File: src/rtl/fid_pkg.sv
package fid_pkg;
  localparam int WORD_W = 32;
  localparam int BYTES  = WORD_W / 8;
  localparam int LANE_W = $clog2(BYTES);
  localparam logic [WORD_W-1:0] END_OF_CHAIN = 32'h1;

  typedef struct packed {
    logic [11:0] ofs;
    logic        done;
    logic        irq;
    logic        eof;
    logic        sof;
    logic [15:0] len;
  } slot_stat_t;

  typedef enum logic [2:0] {
    S_IDLE, S_RD_STAT, S_RD_PTR, S_RD_WORD, S_EMIT, S_WR_STAT, S_RD_NEXT, S_PARK
  } seq_st_e;
endpackage

File: src/rtl/fid_ctl.sv
module fid_ctl (
  input  logic clk_i,
  input  logic rst_ni,
  input  logic activate_i,
  input  logic deactivate_i,
  input  logic reload_i,
  input  logic eng_idle_i,
  input  logic pend_clr_i,
  output logic go_o,
  output logic active_o,
  output logic reload_pend_o
);
  logic active_q, pend_q;

  assign go_o = activate_i && !deactivate_i && !active_q && eng_idle_i;

  always_ff @(posedge clk_i or negedge rst_ni) begin
    if (!rst_ni) begin
      active_q <= 1'b0;
      pend_q   <= 1'b0;
    end else begin
      if (deactivate_i)  active_q <= 1'b0;
      else if (go_o)     active_q <= 1'b1;
      // set wins over clear so a late reload is never lost
      if (deactivate_i)                 pend_q <= 1'b0;
      else if (reload_i && active_q)    pend_q <= 1'b1;
      else if (pend_clr_i)              pend_q <= 1'b0;
    end
  end

  assign active_o      = active_q;
  assign reload_pend_o = pend_q;

  a_r10_deact_clears: assert property (@(posedge clk_i) disable iff (!rst_ni)
    deactivate_i |=> !active_o);
  a_r11_act_ignored: assert property (@(posedge clk_i) disable iff (!rst_ni)
    active_o && !deactivate_i |=> active_o);
endmodule

File: src/rtl/fid_emit.sv
module fid_emit
  import fid_pkg::*;
(
  input  logic              clk_i,
  input  logic              rst_ni,
  input  logic              ld_i,
  input  logic [WORD_W-1:0] ld_word_i,
  input  logic [LANE_W-1:0] ld_lane_i,
  input  logic [LANE_W:0]   ld_cnt_i,
  input  logic              ld_sof_i,
  input  logic              ld_eof_i,
  output logic              busy_o,
  output logic              tx_valid_o,
  input  logic              tx_ready_i,
  output logic [7:0]        tx_data_o,
  output logic              tx_sof_o,
  output logic              tx_eof_o
);
  logic              busy_q, sof_q, eof_q;
  logic [WORD_W-1:0] word_q;
  logic [LANE_W-1:0] lane_q;
  logic [LANE_W:0]   left_q;

  always_ff @(posedge clk_i or negedge rst_ni) begin
    if (!rst_ni) begin
      busy_q <= 1'b0;
      sof_q  <= 1'b0;
      eof_q  <= 1'b0;
      word_q <= '0;
      lane_q <= '0;
      left_q <= '0;
    end else if (ld_i) begin
      busy_q <= 1'b1;
      word_q <= ld_word_i;
      lane_q <= ld_lane_i;
      left_q <= ld_cnt_i;
      sof_q  <= ld_sof_i;
      eof_q  <= ld_eof_i;
    end else if (busy_q && tx_ready_i) begin
      lane_q <= lane_q + 1'b1;
      left_q <= left_q - 1'b1;
      sof_q  <= 1'b0;
      if (left_q == 1) busy_q <= 1'b0;
    end
  end

  assign busy_o     = busy_q;
  assign tx_valid_o = busy_q;
  assign tx_data_o  = word_q[8*lane_q +: 8];
  assign tx_sof_o   = busy_q && sof_q;
  assign tx_eof_o   = busy_q && eof_q && (left_q == 1);

  a_r9_hold: assert property (@(posedge clk_i) disable iff (!rst_ni)
    tx_valid_o && !tx_ready_i |=> tx_valid_o && $stable(tx_data_o) &&
                                  $stable(tx_sof_o) && $stable(tx_eof_o));
  a_r4_sof_single: assert property (@(posedge clk_i) disable iff (!rst_ni)
    tx_valid_o && tx_ready_i && tx_sof_o |=> !tx_sof_o);
  a_r3_no_overrun: assert property (@(posedge clk_i) disable iff (!rst_ni)
    ld_i |-> !busy_q && ld_cnt_i != 0);
endmodule

File: src/rtl/fid_seq.sv
module fid_seq
  import fid_pkg::*;
#(
  parameter int ADDR_W = 32,
  parameter int IDX_W  = 4
) (
  input  logic              clk_i,
  input  logic              rst_ni,
  input  logic              go_i,
  input  logic [ADDR_W-1:0] start_addr_i,
  input  logic              active_i,
  input  logic              reload_pend_i,
  input  logic [IDX_W-1:0]  db_cnt_i,
  output logic              pend_clr_o,
  output logic              idle_o,
  output logic              mem_req_o,
  output logic              mem_we_o,
  output logic [ADDR_W-1:0] mem_addr_o,
  output logic [WORD_W-1:0] mem_wdata_o,
  input  logic              mem_ack_i,
  input  logic [WORD_W-1:0] mem_rdata_i,
  output logic              ld_o,
  output logic [WORD_W-1:0] ld_word_o,
  output logic [LANE_W-1:0] ld_lane_o,
  output logic [LANE_W:0]   ld_cnt_o,
  output logic              ld_sof_o,
  output logic              ld_eof_o,
  input  logic              emit_busy_i
);
  seq_st_e           st_q;
  logic [ADDR_W-1:0] cb_q, cur_q, slot_addr;
  logic [IDX_W-1:0]  idx_q;
  slot_stat_t        stat_q, rd_stat;
  logic [15:0]       left_q;
  logic              first_q, last_db;
  logic [LANE_W:0]   room, take;

  assign rd_stat   = slot_stat_t'(mem_rdata_i);
  assign slot_addr = cb_q + ADDR_W'(8) + (ADDR_W'(idx_q) << 3);
  assign last_db   = ({1'b0, idx_q} + 1'b1) >= {1'b0, db_cnt_i};
  assign room      = (LANE_W+1)'(BYTES) - {1'b0, cur_q[LANE_W-1:0]};
  assign take      = (left_q < 16'(room)) ? left_q[LANE_W:0] : room;

  always_comb begin
    mem_req_o  = 1'b0;
    mem_we_o   = 1'b0;
    mem_addr_o = cb_q;
    unique case (st_q)
      S_RD_STAT: begin mem_req_o = 1'b1; mem_addr_o = slot_addr + ADDR_W'(4); end
      S_RD_PTR:  begin mem_req_o = 1'b1; mem_addr_o = slot_addr; end
      S_RD_WORD: begin
        mem_req_o  = 1'b1;
        mem_addr_o = {cur_q[ADDR_W-1:LANE_W], {LANE_W{1'b0}}};
      end
      S_WR_STAT: begin
        mem_req_o = 1'b1; mem_we_o = 1'b1; mem_addr_o = slot_addr + ADDR_W'(4);
      end
      S_RD_NEXT: mem_req_o = 1'b1;
      default: ;
    endcase
  end

  always_comb begin
    mem_wdata_o = stat_q;
    mem_wdata_o[19] = 1'b1;
  end

  assign ld_o      = (st_q == S_RD_WORD) && mem_ack_i;
  assign ld_word_o = mem_rdata_i;
  assign ld_lane_o = cur_q[LANE_W-1:0];
  assign ld_cnt_o  = take;
  assign ld_sof_o  = first_q && stat_q.sof;
  assign ld_eof_o  = (left_q == 16'(take)) && stat_q.eof;
  assign idle_o    = (st_q == S_IDLE);
  assign pend_clr_o = ((st_q == S_WR_STAT) && mem_ack_i && active_i && last_db) ||
                      ((st_q == S_PARK) && active_i && reload_pend_i);

  always_ff @(posedge clk_i or negedge rst_ni) begin
    if (!rst_ni) begin
      st_q    <= S_IDLE;
      cb_q    <= '0;
      cur_q   <= '0;
      idx_q   <= '0;
      stat_q  <= '0;
      left_q  <= '0;
      first_q <= 1'b0;
    end else begin
      unique case (st_q)
        S_IDLE: if (go_i) begin
          cb_q  <= start_addr_i;
          idx_q <= '0;
          st_q  <= S_RD_STAT;
        end
        S_RD_STAT: if (mem_ack_i) begin
          stat_q <= rd_stat;
          st_q   <= (rd_stat.len == 0) ? S_WR_STAT : S_RD_PTR;
        end
        S_RD_PTR: if (mem_ack_i) begin
          cur_q   <= ADDR_W'(mem_rdata_i) + ADDR_W'(stat_q.ofs);
          left_q  <= stat_q.len;
          first_q <= 1'b1;
          st_q    <= S_RD_WORD;
        end
        S_RD_WORD: if (mem_ack_i) begin
          cur_q   <= cur_q + ADDR_W'(take);
          left_q  <= left_q - 16'(take);
          first_q <= 1'b0;
          st_q    <= S_EMIT;
        end
        S_EMIT: if (!emit_busy_i) st_q <= (left_q == 0) ? S_WR_STAT : S_RD_WORD;
        S_WR_STAT: if (mem_ack_i) begin
          if (!active_i)    st_q <= S_IDLE;
          else if (last_db) st_q <= S_RD_NEXT;
          else begin
            idx_q <= idx_q + 1'b1;
            st_q  <= S_RD_STAT;
          end
        end
        S_RD_NEXT: if (mem_ack_i) begin
          if (!active_i)                          st_q <= S_IDLE;
          else if (mem_rdata_i == END_OF_CHAIN)   st_q <= S_PARK;
          else begin
            cb_q  <= ADDR_W'(mem_rdata_i);
            idx_q <= '0;
            st_q  <= S_RD_STAT;
          end
        end
        S_PARK: begin
          if (!active_i)          st_q <= S_IDLE;
          else if (reload_pend_i) st_q <= S_RD_NEXT;
        end
        default: st_q <= S_IDLE;
      endcase
    end
  end

  a_r12_req_hold: assert property (@(posedge clk_i) disable iff (!rst_ni)
    mem_req_o && !mem_ack_i |=> mem_req_o && $stable(mem_addr_o) &&
                                $stable(mem_we_o) && $stable(mem_wdata_o));
  a_r5_write_done: assert property (@(posedge clk_i) disable iff (!rst_ni)
    mem_req_o && mem_we_o |-> mem_wdata_o[19] && !emit_busy_i);
  a_r7_park_quiet: assert property (@(posedge clk_i) disable iff (!rst_ni)
    (st_q == S_PARK) |-> !mem_req_o && !emit_busy_i);
endmodule

File: src/rtl/frame_inj_dma.sv
module frame_inj_dma
  import fid_pkg::*;
#(
  parameter int ADDR_W = 32,
  parameter int MAX_DB = 15,
  localparam int IDX_W = $clog2(MAX_DB + 1)
) (
  input  logic              clk_i,
  input  logic              rst_ni,
  input  logic              activate_i,
  input  logic [ADDR_W-1:0] start_addr_i,
  input  logic              reload_i,
  input  logic              deactivate_i,
  input  logic [IDX_W-1:0]  db_cnt_i,
  output logic              active_o,
  output logic              mem_req_o,
  output logic              mem_we_o,
  output logic [ADDR_W-1:0] mem_addr_o,
  output logic [31:0]       mem_wdata_o,
  input  logic              mem_ack_i,
  input  logic [31:0]       mem_rdata_i,
  output logic              tx_valid_o,
  input  logic              tx_ready_i,
  output logic [7:0]        tx_data_o,
  output logic              tx_sof_o,
  output logic              tx_eof_o
);
  logic              go, idle, pend, pend_clr, ld, ld_sof, ld_eof, busy;
  logic [WORD_W-1:0] ld_word;
  logic [LANE_W-1:0] ld_lane;
  logic [LANE_W:0]   ld_cnt;

  fid_ctl u_ctl (
    .clk_i, .rst_ni, .activate_i, .deactivate_i, .reload_i,
    .eng_idle_i(idle), .pend_clr_i(pend_clr), .go_o(go),
    .active_o, .reload_pend_o(pend)
  );

  fid_seq #(.ADDR_W(ADDR_W), .IDX_W(IDX_W)) u_seq (
    .clk_i, .rst_ni, .go_i(go), .start_addr_i, .active_i(active_o),
    .reload_pend_i(pend), .db_cnt_i, .pend_clr_o(pend_clr), .idle_o(idle),
    .mem_req_o, .mem_we_o, .mem_addr_o, .mem_wdata_o, .mem_ack_i, .mem_rdata_i,
    .ld_o(ld), .ld_word_o(ld_word), .ld_lane_o(ld_lane), .ld_cnt_o(ld_cnt),
    .ld_sof_o(ld_sof), .ld_eof_o(ld_eof), .emit_busy_i(busy)
  );

  fid_emit u_emit (
    .clk_i, .rst_ni, .ld_i(ld), .ld_word_i(ld_word), .ld_lane_i(ld_lane),
    .ld_cnt_i(ld_cnt), .ld_sof_i(ld_sof), .ld_eof_i(ld_eof), .busy_o(busy),
    .tx_valid_o, .tx_ready_i, .tx_data_o, .tx_sof_o, .tx_eof_o
  );

  a_r1_idle_quiet: assert property (@(posedge clk_i) disable iff (!rst_ni)
    idle |-> !mem_req_o && !tx_valid_o);
endmodule

File: config.mk
export PLATFORM = sky130hd
export DESIGN_NAME = frame_inj_dma
export DESIGN_NICKNAME = d
export VERILOG_FILES = /design/src/rtl/fid_pkg.sv /design/src/rtl/fid_ctl.sv /design/src/rtl/fid_emit.sv /design/src/rtl/fid_seq.sv /design/src/rtl/frame_inj_dma.sv
export SDC_FILE = /design/constraint.sdc
export NUM_CORES = 1
export LEC_CHECK = 0
export ABC_AREA = 1
export BUFFER_PORTS_ARGS = -buffer_cell sky130_fd_sc_hd__buf_2
export CORE_MARGIN = 3
export CORE_UTILIZATION = 37
export DETAILED_ROUTE_END_ITERATION = 16
export SLEW_MARGIN = 10
export SYNTH_ARGS = -nofsm -noshare
export SYNTH_HDL_FRONTEND = slang
export SYNTH_SLANG_ARGS = --single-unit
File: constraint.sdc
create_clock -name clk_i -period 3 [get_ports clk_i]
set_input_delay 0.45 -clock clk_i [delete_from_list [all_inputs] [get_ports clk_i]]
set_output_delay 0.45 -clock clk_i [all_outputs]
set_load 0.05 [all_outputs]
# == Yosys cells after proc, flatten, opt, wreduce, memory -nomap -nowiden ==
# Cells that the tools add are included.
# op_classes
n_mul,0
n_reduce_logical,37
add_sub_neg,11
order_cmp,2
n_bitwise,0
n_div,0
shifts,1
eq_ne,22
muxes,56
# ops
op,count
$mux 32,6
$pmux 32 s2,2
$pmux 32 s3,1
$mux 3,18
$add 32x12->32,1
$add 32x3->32,1
$add 32x3->32 const B,1
$add 32x4->32 const B,1
$add 32x7->32,1
$eq 32x1->1 const B,1
$logic_not 16->1,2
$mux 16,2
$pmux 16 s2,1
$shiftx 32x6->8,1
$mux 4,7
$pmux 3 s8,1
$ne 2x2->1 const B,11
$eq 16x3->1,1
$logic_and 1x1->1,16
$lt 16x3->1,1
$reduce_and 8->1,2
$sub 16x3->16,1
$mux 1,14
$eq 3x3->1 const B,4
22 further kinds,32
# word_totals
out_inout_bits,78
mem_count,0
latchBits,0
mem_bits_rw,0
mem_bits_ro,0
reg_bits,161
elab_cells,148
inputBits,75

# == Longest topological paths before layout ==
# Gate-level depths: netlist of run 1.
# logic_depth
word_depth,8
depth_mapped,26
ltp_nobuf,26

# == By module ==
# From an unflattened synthesis of run 1, not the netlist that was laid out.
# unflattened
cells_unflattened,1966
hier_area_um2,12869.8
# modules_own_cells
module,cells_per_inst,n_inst,seq_area_each_um2,area_each_um2
fid_seq,1705,1,2977.9,10864.2
fid_emit,249,1,1001.0,1914.3
fid_ctl,12,1,50.0,91.3

# == Worst setup path before layout of run 1 ==
# No wires, ideal clock.
# synth_path
kind,reg-to-output
startpoint,reg u_seq.idx_q[1]
endpoint,out mem_addr_o[24]
arrival_ns,3.355
n_path_buf,0
path_slack_ns,-0.805
required_time_ns,2.550
stages_incl_launch_ff,16
path_cell_list,dfrtp_1 > ha_1 > ha_1 > fa_1 > nand2_1 > nor2_1 > inv_1 > nor2_1 > nand2_1 > nor2_2 > nand3_2 > nor2_2 > nand4_1 > o21ai_1 > nand2_1 > o21ai_1
# synth_between
elab_chain_len,3
# synth_lines
element,line_no,text
from (decl),fid_seq.sv:32,logic [IDX_W-1:0] idx_q;
from (signal assigned),fid_seq.sv:115,idx_q <= idx_q + 1'b1;
$add 32x7->32 (*),fid_seq.sv:39,assign slot_addr = cb_q + ADDR_W'(8) + (ADDR_W'(idx_q) << 3);
$add 32x3->32,"fid_seq.sv:49, fid_seq.sv:56",
$pmux 32 s3 (*),fid_seq.sv:48,unique case (st_q)
to (decl),frame_inj_dma.sv:18,"output logic [ADDR_W-1:0] mem_addr_o,"
# Every way passes the cells marked *; elsewhere a longest branch is shown, timed or not.

# == Worst setup path in the final report of run 1 ==
# layout_path
startpoint,reg u_seq.idx_q[1]
endpoint,out mem_addr_o[12]
# The elaborated chain is that of the path after synthesis.

==> run summary, run 1 <==
Dividing the detail-routed wire length by the instance count gives 20.39 um. The later pin in the worst-skew pair is clocked with a latency of 0.45 ns. The number of global-route vias before repair was 14,532.

The max capacitance violation total was 0. Of all cell types, the one taking the most synthesized area is dfrtp_1. The total overflow left after global routing is 0. The tools report the number of max-slew violations in the final report as 0. The area of the die is 36,550 sq um, and the area growth from synthesis to final layout is 43.11%. The sequential cell area is 4029 sq um. The maximum operating frequency is 258.3 MHz, and the floorplan die height is 191.2 um.

Setup repair after global routing could not meet its margin everywhere. The first detailed-routing pass took 6 iterations. A synthesized cell averages 6.575 sq um. For the pin with the worst max-slew slack, the measured transition is 0.7256 ns. The first global-routing pass estimated 84,980 um of wire. In this run the standard cell core region covers 33,700 sq um. Starting DRC count in detailed routing: 1,292. The clock drives 161 sinks.

In this run, synthesis produced a sequential element count of 161. The detailed-route DRC error count was 0; the number of flops mapped to enable cells by yosys was 0. The worst hold slack across all endpoints was 0.2018 ns. TritonCTS built the clock tree. The sequential cell area fraction in the yosys report was 31.75%. Average vias per placed instance: 5.470. The longest clock path from root to sink contains 2 buffers. The initial cell density of the core came out at 37.66%. By area the synthesized netlist is led by dfrtp_1 (32%), nand2_1 (15%), o21ai_0 (7.8%), inv_1 (7.0%), nor2_1 (5.5%).

The type of the tightest min-delay check is in -> reg. Summing all multi-input logic gate instances after layout gives 9026 sq um. The global placer's final weighted congestion is 0.9784, and the share of async-settable or async-resettable flops after synthesis is 100.0%. Synthesis produced a netlist whose cell count is 1,930. Synthesis produced a netlist with a net count of 2,042. The TritonCTS buffer count is 17, and the final number of setup-violating endpoints is 38. In this run the remaining antenna-violating nets after routing total 0. The run gives 15,048 as the total via count in the routed design.

Clock root buffer: clkbuf_16. STA classifies the critical path startpoint as a flop. The logs give 0.02286 W for the overall power and 58 for the number of library cell types mapped by synthesis. The run finished, with violations left.

The repair_antennas step left the layout with diodes totalling 0. The post-CTS clock slew at the launch and capture registers of the worst setup and hold paths is 0.08 ns, and the data arrival time of the critical path is 3.42 ns. Counting the fill cells in the layout gives 3,349. The run gives -0.8721 ns as the slack of the critical path.

The floorplan has 67 rows. The number of port buffers is 151, and the power density over the cells is 1259 nW/um^2. Entering global routing, the biggest net connects 77 pins. The run gives 0 as the number of hold violations in the final report.

The leading register cell type out of synthesis is dfrtp_1. On the final layout, the worst clock skew is 0.01523 ns. Share of the cycle needed by the critical path after routing: 129.1%. Once detailed placement completed, the half-perimeter wirelength came to 42,290 um. The checks that failed: setup timing.

The die outline width is 191.2 um, and the biggest fanout along the worst timing path is 2. 153 I/O pins were placed. For the number of antenna violations at the first check in global routing, the log shows 4.

The worst setup path is of the reg -> out kind. Worst supply voltage drop on vdd: 1109 uV. Data on the critical path is required at its endpoint by 2.55 ns. In the final design database the tool counted 2,402 nets. Warning count from the yosys run: 0. The worst setup path is captured at a primary output.

Cells with a size suffix above 1 make up 32.96% of the layout. After synthesis, the largest area contributor takes up 31.75% of total cell area. The combined global-route utilization of all metal layers is 30.66%, and the worst-case headroom to the max-slew limit is 51.18%. The analysis attributes to cell leakage a power of 8.471 nW. For this block, the routed nets add up to 56,080 um of wire. The run gives 4 as the maximum level of the CTS H-tree. The mapped netlist covers 12,690 sq um. Post-layout minimum cycle time: 3.872 ns.
==> area by class of cell <==
class	instances	area share, %
Clock buffer	18	2.418
Clock inverter	14	0.7992
Inverter	252	5.347
Multi-Input combinational cell	1454	49.70
Sequential cell	161	22.19
Tap cell	448	3.087
Timing Repair Buffer	404	16.46
==> cells by family after synthesis <==
family	Yosys count	share of synthesized area (%)
flip-flops	161	31.75
adder cells (fa/ha/maj)	37	3.767
AND/OR/NAND/NOR	1000	35.39
buffers and inverters	316	9.564
XOR/XNOR	34	2.524
AO/OA/AOI/OAI	381	16.98
other	1	0.02955
==> synth_stat cells (3+ instances only) <==
| cell type | n |
|---|---|
| o22ai_1 | 18 |
| o2111ai_1 | 12 |
| xor2_2 | 3 |
| nor4_1 | 12 |
| nor2_2 | 15 |
| nand2_4 | 6 |
| nand2_2 | 18 |
| clkinv_1 | 3 |
| nand4_1 | 57 |
| a21oi_1 | 59 |
| clkbuf_1 | 51 |
| inv_2 | 14 |
| o21a_1 | 3 |
| ha_1 | 35 |
| dfrtp_1 | 161 |
| nand3b_1 | 4 |
| nand2_1 | 503 |
| buf_1 | 5 |
| nor2_1 | 185 |
| nor3_2 | 4 |
| buf_2 | 6 |
| o21ai_1 | 30 |
| nor2_4 | 5 |
| nand3_2 | 5 |
| o211ai_1 | 35 |
| inv_1 | 235 |
| xor2_1 | 24 |
| nor3_1 | 37 |
| nand3_1 | 137 |
| xnor2_1 | 7 |
| a21o_1 | 3 |
| o21ai_0 | 199 |
==> metal layers <==
layer	part of all wire (%)	global-route usage, %	vias up
met5	0.023	0	-
met4	4.0	12.48	2
met3	8.2	4.089	119
met2	46	48.86	670
met1	42	42.07	7129
li1	-	-	7128
==> registers in the layout, summed over array words and instances (netlist names) <==
register             flops
u_emit.lane_q            2
u_emit.sof_q             1
u_seq.left_q            16
u_ctl.active_o           1
u_ctl.reload_pend_o      1
u_emit.eof_q             1
u_seq.st_q               3
u_seq.first_q            1
u_seq.mem_wdata_o       31
u_seq.idx_q              4
u_emit.left_q            3
u_emit.word_q           32
u_seq.cb_q              32
u_seq.cur_q             32
u_emit.busy_o            1
==> worst paths after layout <==
kind / depth (start not counted) / start / end / slack (ns)
worst max-delay path: 17 / u_seq.idx_q[1] / mem_addr_o[12] / -0.87
worst min-delay path: 2 / deactivate_i / u_ctl.active_o / 0.20
worst max register to register: 19 / u_seq.cur_q[0] / u_seq.cur_q[27] / -0.06
worst min register to register: 2 / u_emit.word_q[17] / u_emit.word_q[17] / 0.49
max in group asynchronous: 3 / rst_ni / u_seq.left_q[4] / 1.62
min in group asynchronous: 2 / rst_ni / u_emit.word_q[17] / 0.56
==> stage by stage <==
step           cells  utilization (%)  TNS, ns  instance area (sq um)  setup slack, ns
2_1_floorplan   1930                -   -4.491                  13000          -0.4877
3_3_place_gp    2666            46.42   -18.61                  15650          -0.5219
3_5_place_dp    2666            46.42   -20.66                  15650          -0.5597
4_1_cts         2729            51.11   -19.38                  17220          -0.9391
5_1_grt         2751            53.89   -25.84                  18160           -1.007
6_report        2751            53.89   -18.88                  18160          -0.8721
==> repair_timing <==
action / CTS / global route
pin swaps: 53 / 103
setup endpoints to repair: 69 / 69
buffers inserted: 30 / 27
hold buffers: 1 / 0
cloned: 1 / 0
resized for setup: 196 / 212
hold endpoints to repair: 2 / 0
==> where the power goes <==
part / internal, W / total, W / switching (W)
registers: 0.00317 / 0.00431 / 0.00114
clock network: 0.00120 / 0.00226 / 0.00106
logic: 0.00586 / 0.0163 / 0.0104
==> worst max-delay path, stage by stage (launching register included) <==
cell       delay [ns]
dfrtp_1          0.41
ha_4             0.26
ha_4             0.16
fa_2             0.56
nand2_2          0.08
nor2_4           0.09
inv_2            0.06
nor2_4           0.11
nand2_2          0.08
nor2_4           0.11
nand3_2          0.10
buf_4            0.15
buf_4            0.12
buf_4            0.13
o21ai_2          0.11
nand3_1          0.12
o2111ai_4        0.12
buf_6            0.20
==> cells in the final DEF, fill, tap and decap left out, types with 12 or more instances in the layout <==
master / n
nand2_4: 34
o211ai_1: 35
ha_4: 12
buf_6: 49
o22ai_1: 17
nor2_1: 138
o21ai_2: 19
nand3_2: 31
nor3_1: 30
buf_4: 224
dfrtp_1: 161
nand4_1: 57
ha_1: 22
inv_1: 215
inv_2: 24
nand3_1: 106
o21ai_1: 37
nor4_1: 12
nor2_2: 28
nand2_2: 46
o21ai_0: 170
xor2_1: 22
nand2_1: 441
nor2_4: 39
buf_2: 123
clkbuf_16: 17
a21oi_1: 47
No activity file was read; power rests on OpenSTA's default activity.
==> run 2, diff against run 1 <==
CAP_MARGIN = 30   (was not set)
CORE_ASPECT_RATIO = 1.4   (was not set)
SYNTH_HIERARCHICAL = 1   (was not set)
==> run 2 against run 1 <==
Against the previous run: the flow still finishes with violations (setup timing); synthesized cell count increased by 1.9%; area after synthesis grew 1.4%; final cell count is 0.33% higher; critical path depth rose by 7; largest power group unchanged; largest cell class unchanged; clock power shrank 6%; sequential share of layout area rose by 0.40 points; routed wire length is 1.5% lower; clock-buffer cell count is 1 higher; final area is 1.8% lower; worst hold slack worse by 0.044 ns; fmax is 0.12% lower; critical endpoint is now u_seq/cur_q[24]; sequential power down 1%.
==> run summary, run 2 <==
The run finished, with violations left. The checks that failed: setup timing. STA classifies the critical path endpoint as a flop. The post-CTS clock slew at the launch and capture registers of the worst setup and hold paths is 0.07 ns. TritonCTS built the clock tree. The netlist uses 56 different library cells. By area, the combinational part of the netlist is dominated by simple AND/OR/NAND/NOR gates. At the end of routability-driven placement, the weighted congestion stood at 1.014.

The longest clock path from root to sink contains 2 buffers. Share of post-route cells with drive strength above 1: 31.50%. The count of antenna-violating nets left after detailed routing came out at 0. From left edge to right edge, the die measures 163.6 um. Summing the sequential cell areas from Yosys gives 31.30% of the chip area. Synthesis produced a netlist with a net count of 2,082. VDD sags by at most 1019 uV.

The logs give 1,966 for the cell count after synthesis and -41.59 ns for the setup TNS after final layout. For this run, the detailed router's first-pass iteration total came to 5. The end point of the critical path was u_seq/cur_q[24].

The adder-cell share of the synthesized area was 4.219%; the setup slack on the worst flop-to-flop path was -0.88 ns. Counting instances in the post-synthesis netlist gives the leading cell types as nand2_1 (580), inv_1 (237), o21ai_0 (212). For the number of antenna violations at the first check in global routing, the log shows 1.

The logs give 4 for the maximum level of the CTS H-tree and 42,420 um for the detailed-placement wirelength estimate. Leading register cell type out of synthesis: dfrtp_1. The synthesized netlist devotes 15.86% of its cell area to compound gates.

The I/O pin total came out at 153. The number of hold violations in the final report is 0. For the final-layout fill cell count, the log shows 3,390.

The final layout contains 2,411 nets. STA puts the critical path data arrival time at 4.19 ns. The number of flops mapped to enable cells by yosys works out to 0. The tree built by TritonCTS fans out to 161 sinks.

The worst setup path is of the reg -> reg kind. In the final layout, the registers with the most flip-flops are u_emit/word_q: 32 flops, u_seq/cb_q: 32 flops, u_seq/cur_q: 32 flops. The area growth from synthesis to final layout was 38.60%; the floorplan die height was 226.7 um.

The average footprint of a synthesized cell works out to 6.546 sq um. The logs give 37.60% for the initial cell density of the core and 0.01126 ns for the maximum clock skew at final layout. The finished layout holds 2,760 standard cells, fillers aside.

Across every metal layer, demand over resource in global routing totals 29.60%. Counting tap cells, the placed design contains a total of 2,671 instances. The average vias per placed instance works out to 5.364.

In the layout the commonest cells are nand2_1 (533), inv_1 (219), buf_4 (208). The tools report the worst-case headroom to the max-slew limit as 47.87%. The run gives 12,870 sq um as the area of the mapped netlist. Counting flops and latches in the post-synthesis netlist gives 161.

In the final routed layout, each cell accounts on average for 20.03 um. The dominant cell type by area after synthesis was dfrtp_1. The share of async-settable or async-resettable flops after synthesis came out at 100.0%.

For the maximum number of pins on one net before global-route repair, the log shows 67. In this run the static leakage power is 8.529 nW. Across the run, the number of max-cap violations was 0. For this run, the number of Yosys warnings is 6.

The tools report the clock root buffer as clkbuf_16. STA puts the critical path data required time at 3.31 ns. Post-layout minimum cycle time: 3.877 ns. Counting cells, the worst reg-to-reg path comes to 24. TritonCTS buffer count: 17. The logs give 37,090 sq um for the area of the die and 0.46 ns for the clock insertion delay at the later pin of the skew report. The startpoint of the worst-slack reg-to-reg timing path was u_seq/cur_q[0]. STA classifies the critical path startpoint as a flop. The worst register-to-register path ends at u_seq/cur_q[24].

The run gives 0 as the total congestion overflow after global routing. Of the available clock period, the critical path in the final layout requires 129.2%. Setup violations remaining at the end of the flow were counted as 71. The slew at the pin with the worst max-slew slack was 0.7819 ns. The number of max-slew violations in the final report was 0; the mux share of post-synthesis cell area was 0%.

The starting DRC count in detailed routing came out at 1,181. The total via count in the routed design is 14,806. In the post-synthesis netlist, the cell with the most instances is nand2_1.

By area the synthesized netlist is led by dfrtp_1 (31%), nand2_1 (17%), o21ai_0 (8.2%), inv_1 (6.9%), nand3_1 (5.6%). After floorplanning, the core was sized to cover 34,230 sq um. Biggest fanout along the worst timing path: 5. The most common library cell in the layout ignoring fill and taps was nand2_1. The simple-gate share of the synthesized area was 35.01%. The run gives 14,715 as the number of global-route vias before repair. The slack of the critical path is -0.8767 ns, and the wire length of the first global-routing pass is 83,450 um. Of the total synthesized cell area, the portion taken by XOR and XNOR cells is 1.837%. Dividing total power by cell area gives a power density of 1244 nW/um^2.

The initialized floorplan defines 80 standard-cell rows. Type of the tightest min-delay check: in -> reg. The final layout contains routed wiring with a total length of 55,270 um. In the routed design, unresolved DRC markers number 0.

The share of Yosys cell area claimed by the top area cell type came out at 31.30%. Setup repair after global routing could not meet its margin everywhere. Input and output buffers added on the ports amount to 151.

For this run, the top clock speed supported by timing is 258.0 MHz. Source of the critical timing path: u_seq/cur_q[0].
==> run 2: cell count changes after synthesis, moves of 11 or more <==
cell | before | now
a21oi_1 | 59 | 48
buf_4 | 1 | 41
o21ai_1 | 30 | 12
o21ai_0 | 199 | 212
o211ai_1 | 35 | 24
nor2_1 | 185 | 139
nand2_1 | 503 | 580
==> run 2: through the flow <==
stage	worst slack [ns]	hold WS (ns)	area [sq um]	total power, W	utilization, %
global route	-1.027	0.1602	17840	0.02361	52.11
CTS	-0.8722	0.1414	17280	0.02130	50.48
floorplan	-0.5658	0.1544	13190	0.01261	-
detailed placement	-0.7695	0.4575	15560	0.01723	45.46
global placement	-0.7114	0.4553	15560	0.01712	45.46
finish	-0.8767	0.1574	17840	0.02218	52.11
==> run 2: worst min-delay path by stage <==
stage | to | cells past startpoint | slack (ns) | startpoint
final | u_ctl/active_o | 2 | 0.16 | deactivate_i
after detailed placement | u_seq/left_q[7] | 1 | 0.46 | rst_ni
after floorplan | u_ctl/active_o | 0 | 0.15 | rst_ni
after CTS | u_ctl/active_o | 2 | 0.14 | deactivate_i
after global placement | u_seq/left_q[14] | 1 | 0.46 | rst_ni
after global routing | u_ctl/active_o | 2 | 0.16 | deactivate_i
==> run 2: power by group <==
| group | switching [W] | internal (W) |
|---|---|---|
| Combinational | 0.0100 | 0.00578 |
| Clock | 0.000959 | 0.00116 |
| Sequential | 0.00106 | 0.00319 |
==> run 2: area by class of cell <==
class / instances / area (sq um) / area share [%]
multi-input cells: 1452 / 8605 / 48.24
flip-flops and latches: 161 / 4029 / 22.59
repair buffers: 409 / 3109 / 17.43
inverters: 254 / 969.7 / 5.436
well taps: 451 / 564.3 / 3.164
clock buffers: 19 / 442.9 / 2.483
clock inverters: 13 / 115.1 / 0.6453
diodes: 1 / 2.502 / 0.01403
==> run 2: per-layer routing <==
metal / global-route usage, % / vias up / wire, um
met5: 0 / - / 0
met4: 20.04 / 0 / 4385
met3: 4.276 / 183 / 3088
met2: 51.18 / 559 / 27430
met1: 33.59 / 6991 / 20370
li1: - / 7073 / -
==> run 2: critical path, cell delays in order, from the launching register on <==
cell,delay [ns]
dfrtp_1,0.37
inv_2,0.06
ha_4,0.28
inv_4,0.04
ha_4,0.19
a21boi_4,0.13
o21ai_2,0.19
nand3_4,0.14
o21ai_4,0.20
ha_2,0.22
inv_2,0.05
fa_2,0.35
inv_2,0.08
nand2_4,0.06
a21oi_4,0.24
nand2_2,0.11
nor2_4,0.16
nand2_4,0.09
nor3_4,0.25
buf_6,0.14
nand2_4,0.05
nor2_4,0.13
o21ai_2,0.06
nand3_1,0.07
o21ai_1,0.07
==> run 2: timing repair <==
| item | in CTS | in global routing |
|---|---|---|
| resized for setup | 255 | 115 |
| setup buffers | 43 | 32 |
| hold buffers | 1 | 0 |
| endpoints found under the hold margin | 51 | 0 |
| setup endpoints to repair | 70 | 74 |
| pin swaps | 98 | 90 |
==> run 2: cell families (layout without fill, tap and decap cells) <==
group,after synthesis,after routing
other,1,2
adders and majority gates,41,41
and+or+nand+nor,1023,1023
buffers and inverters,353,695
AOI/OAI and AO/OA,360,360
xor gates and xnor gates,27,27
DFF,161,161
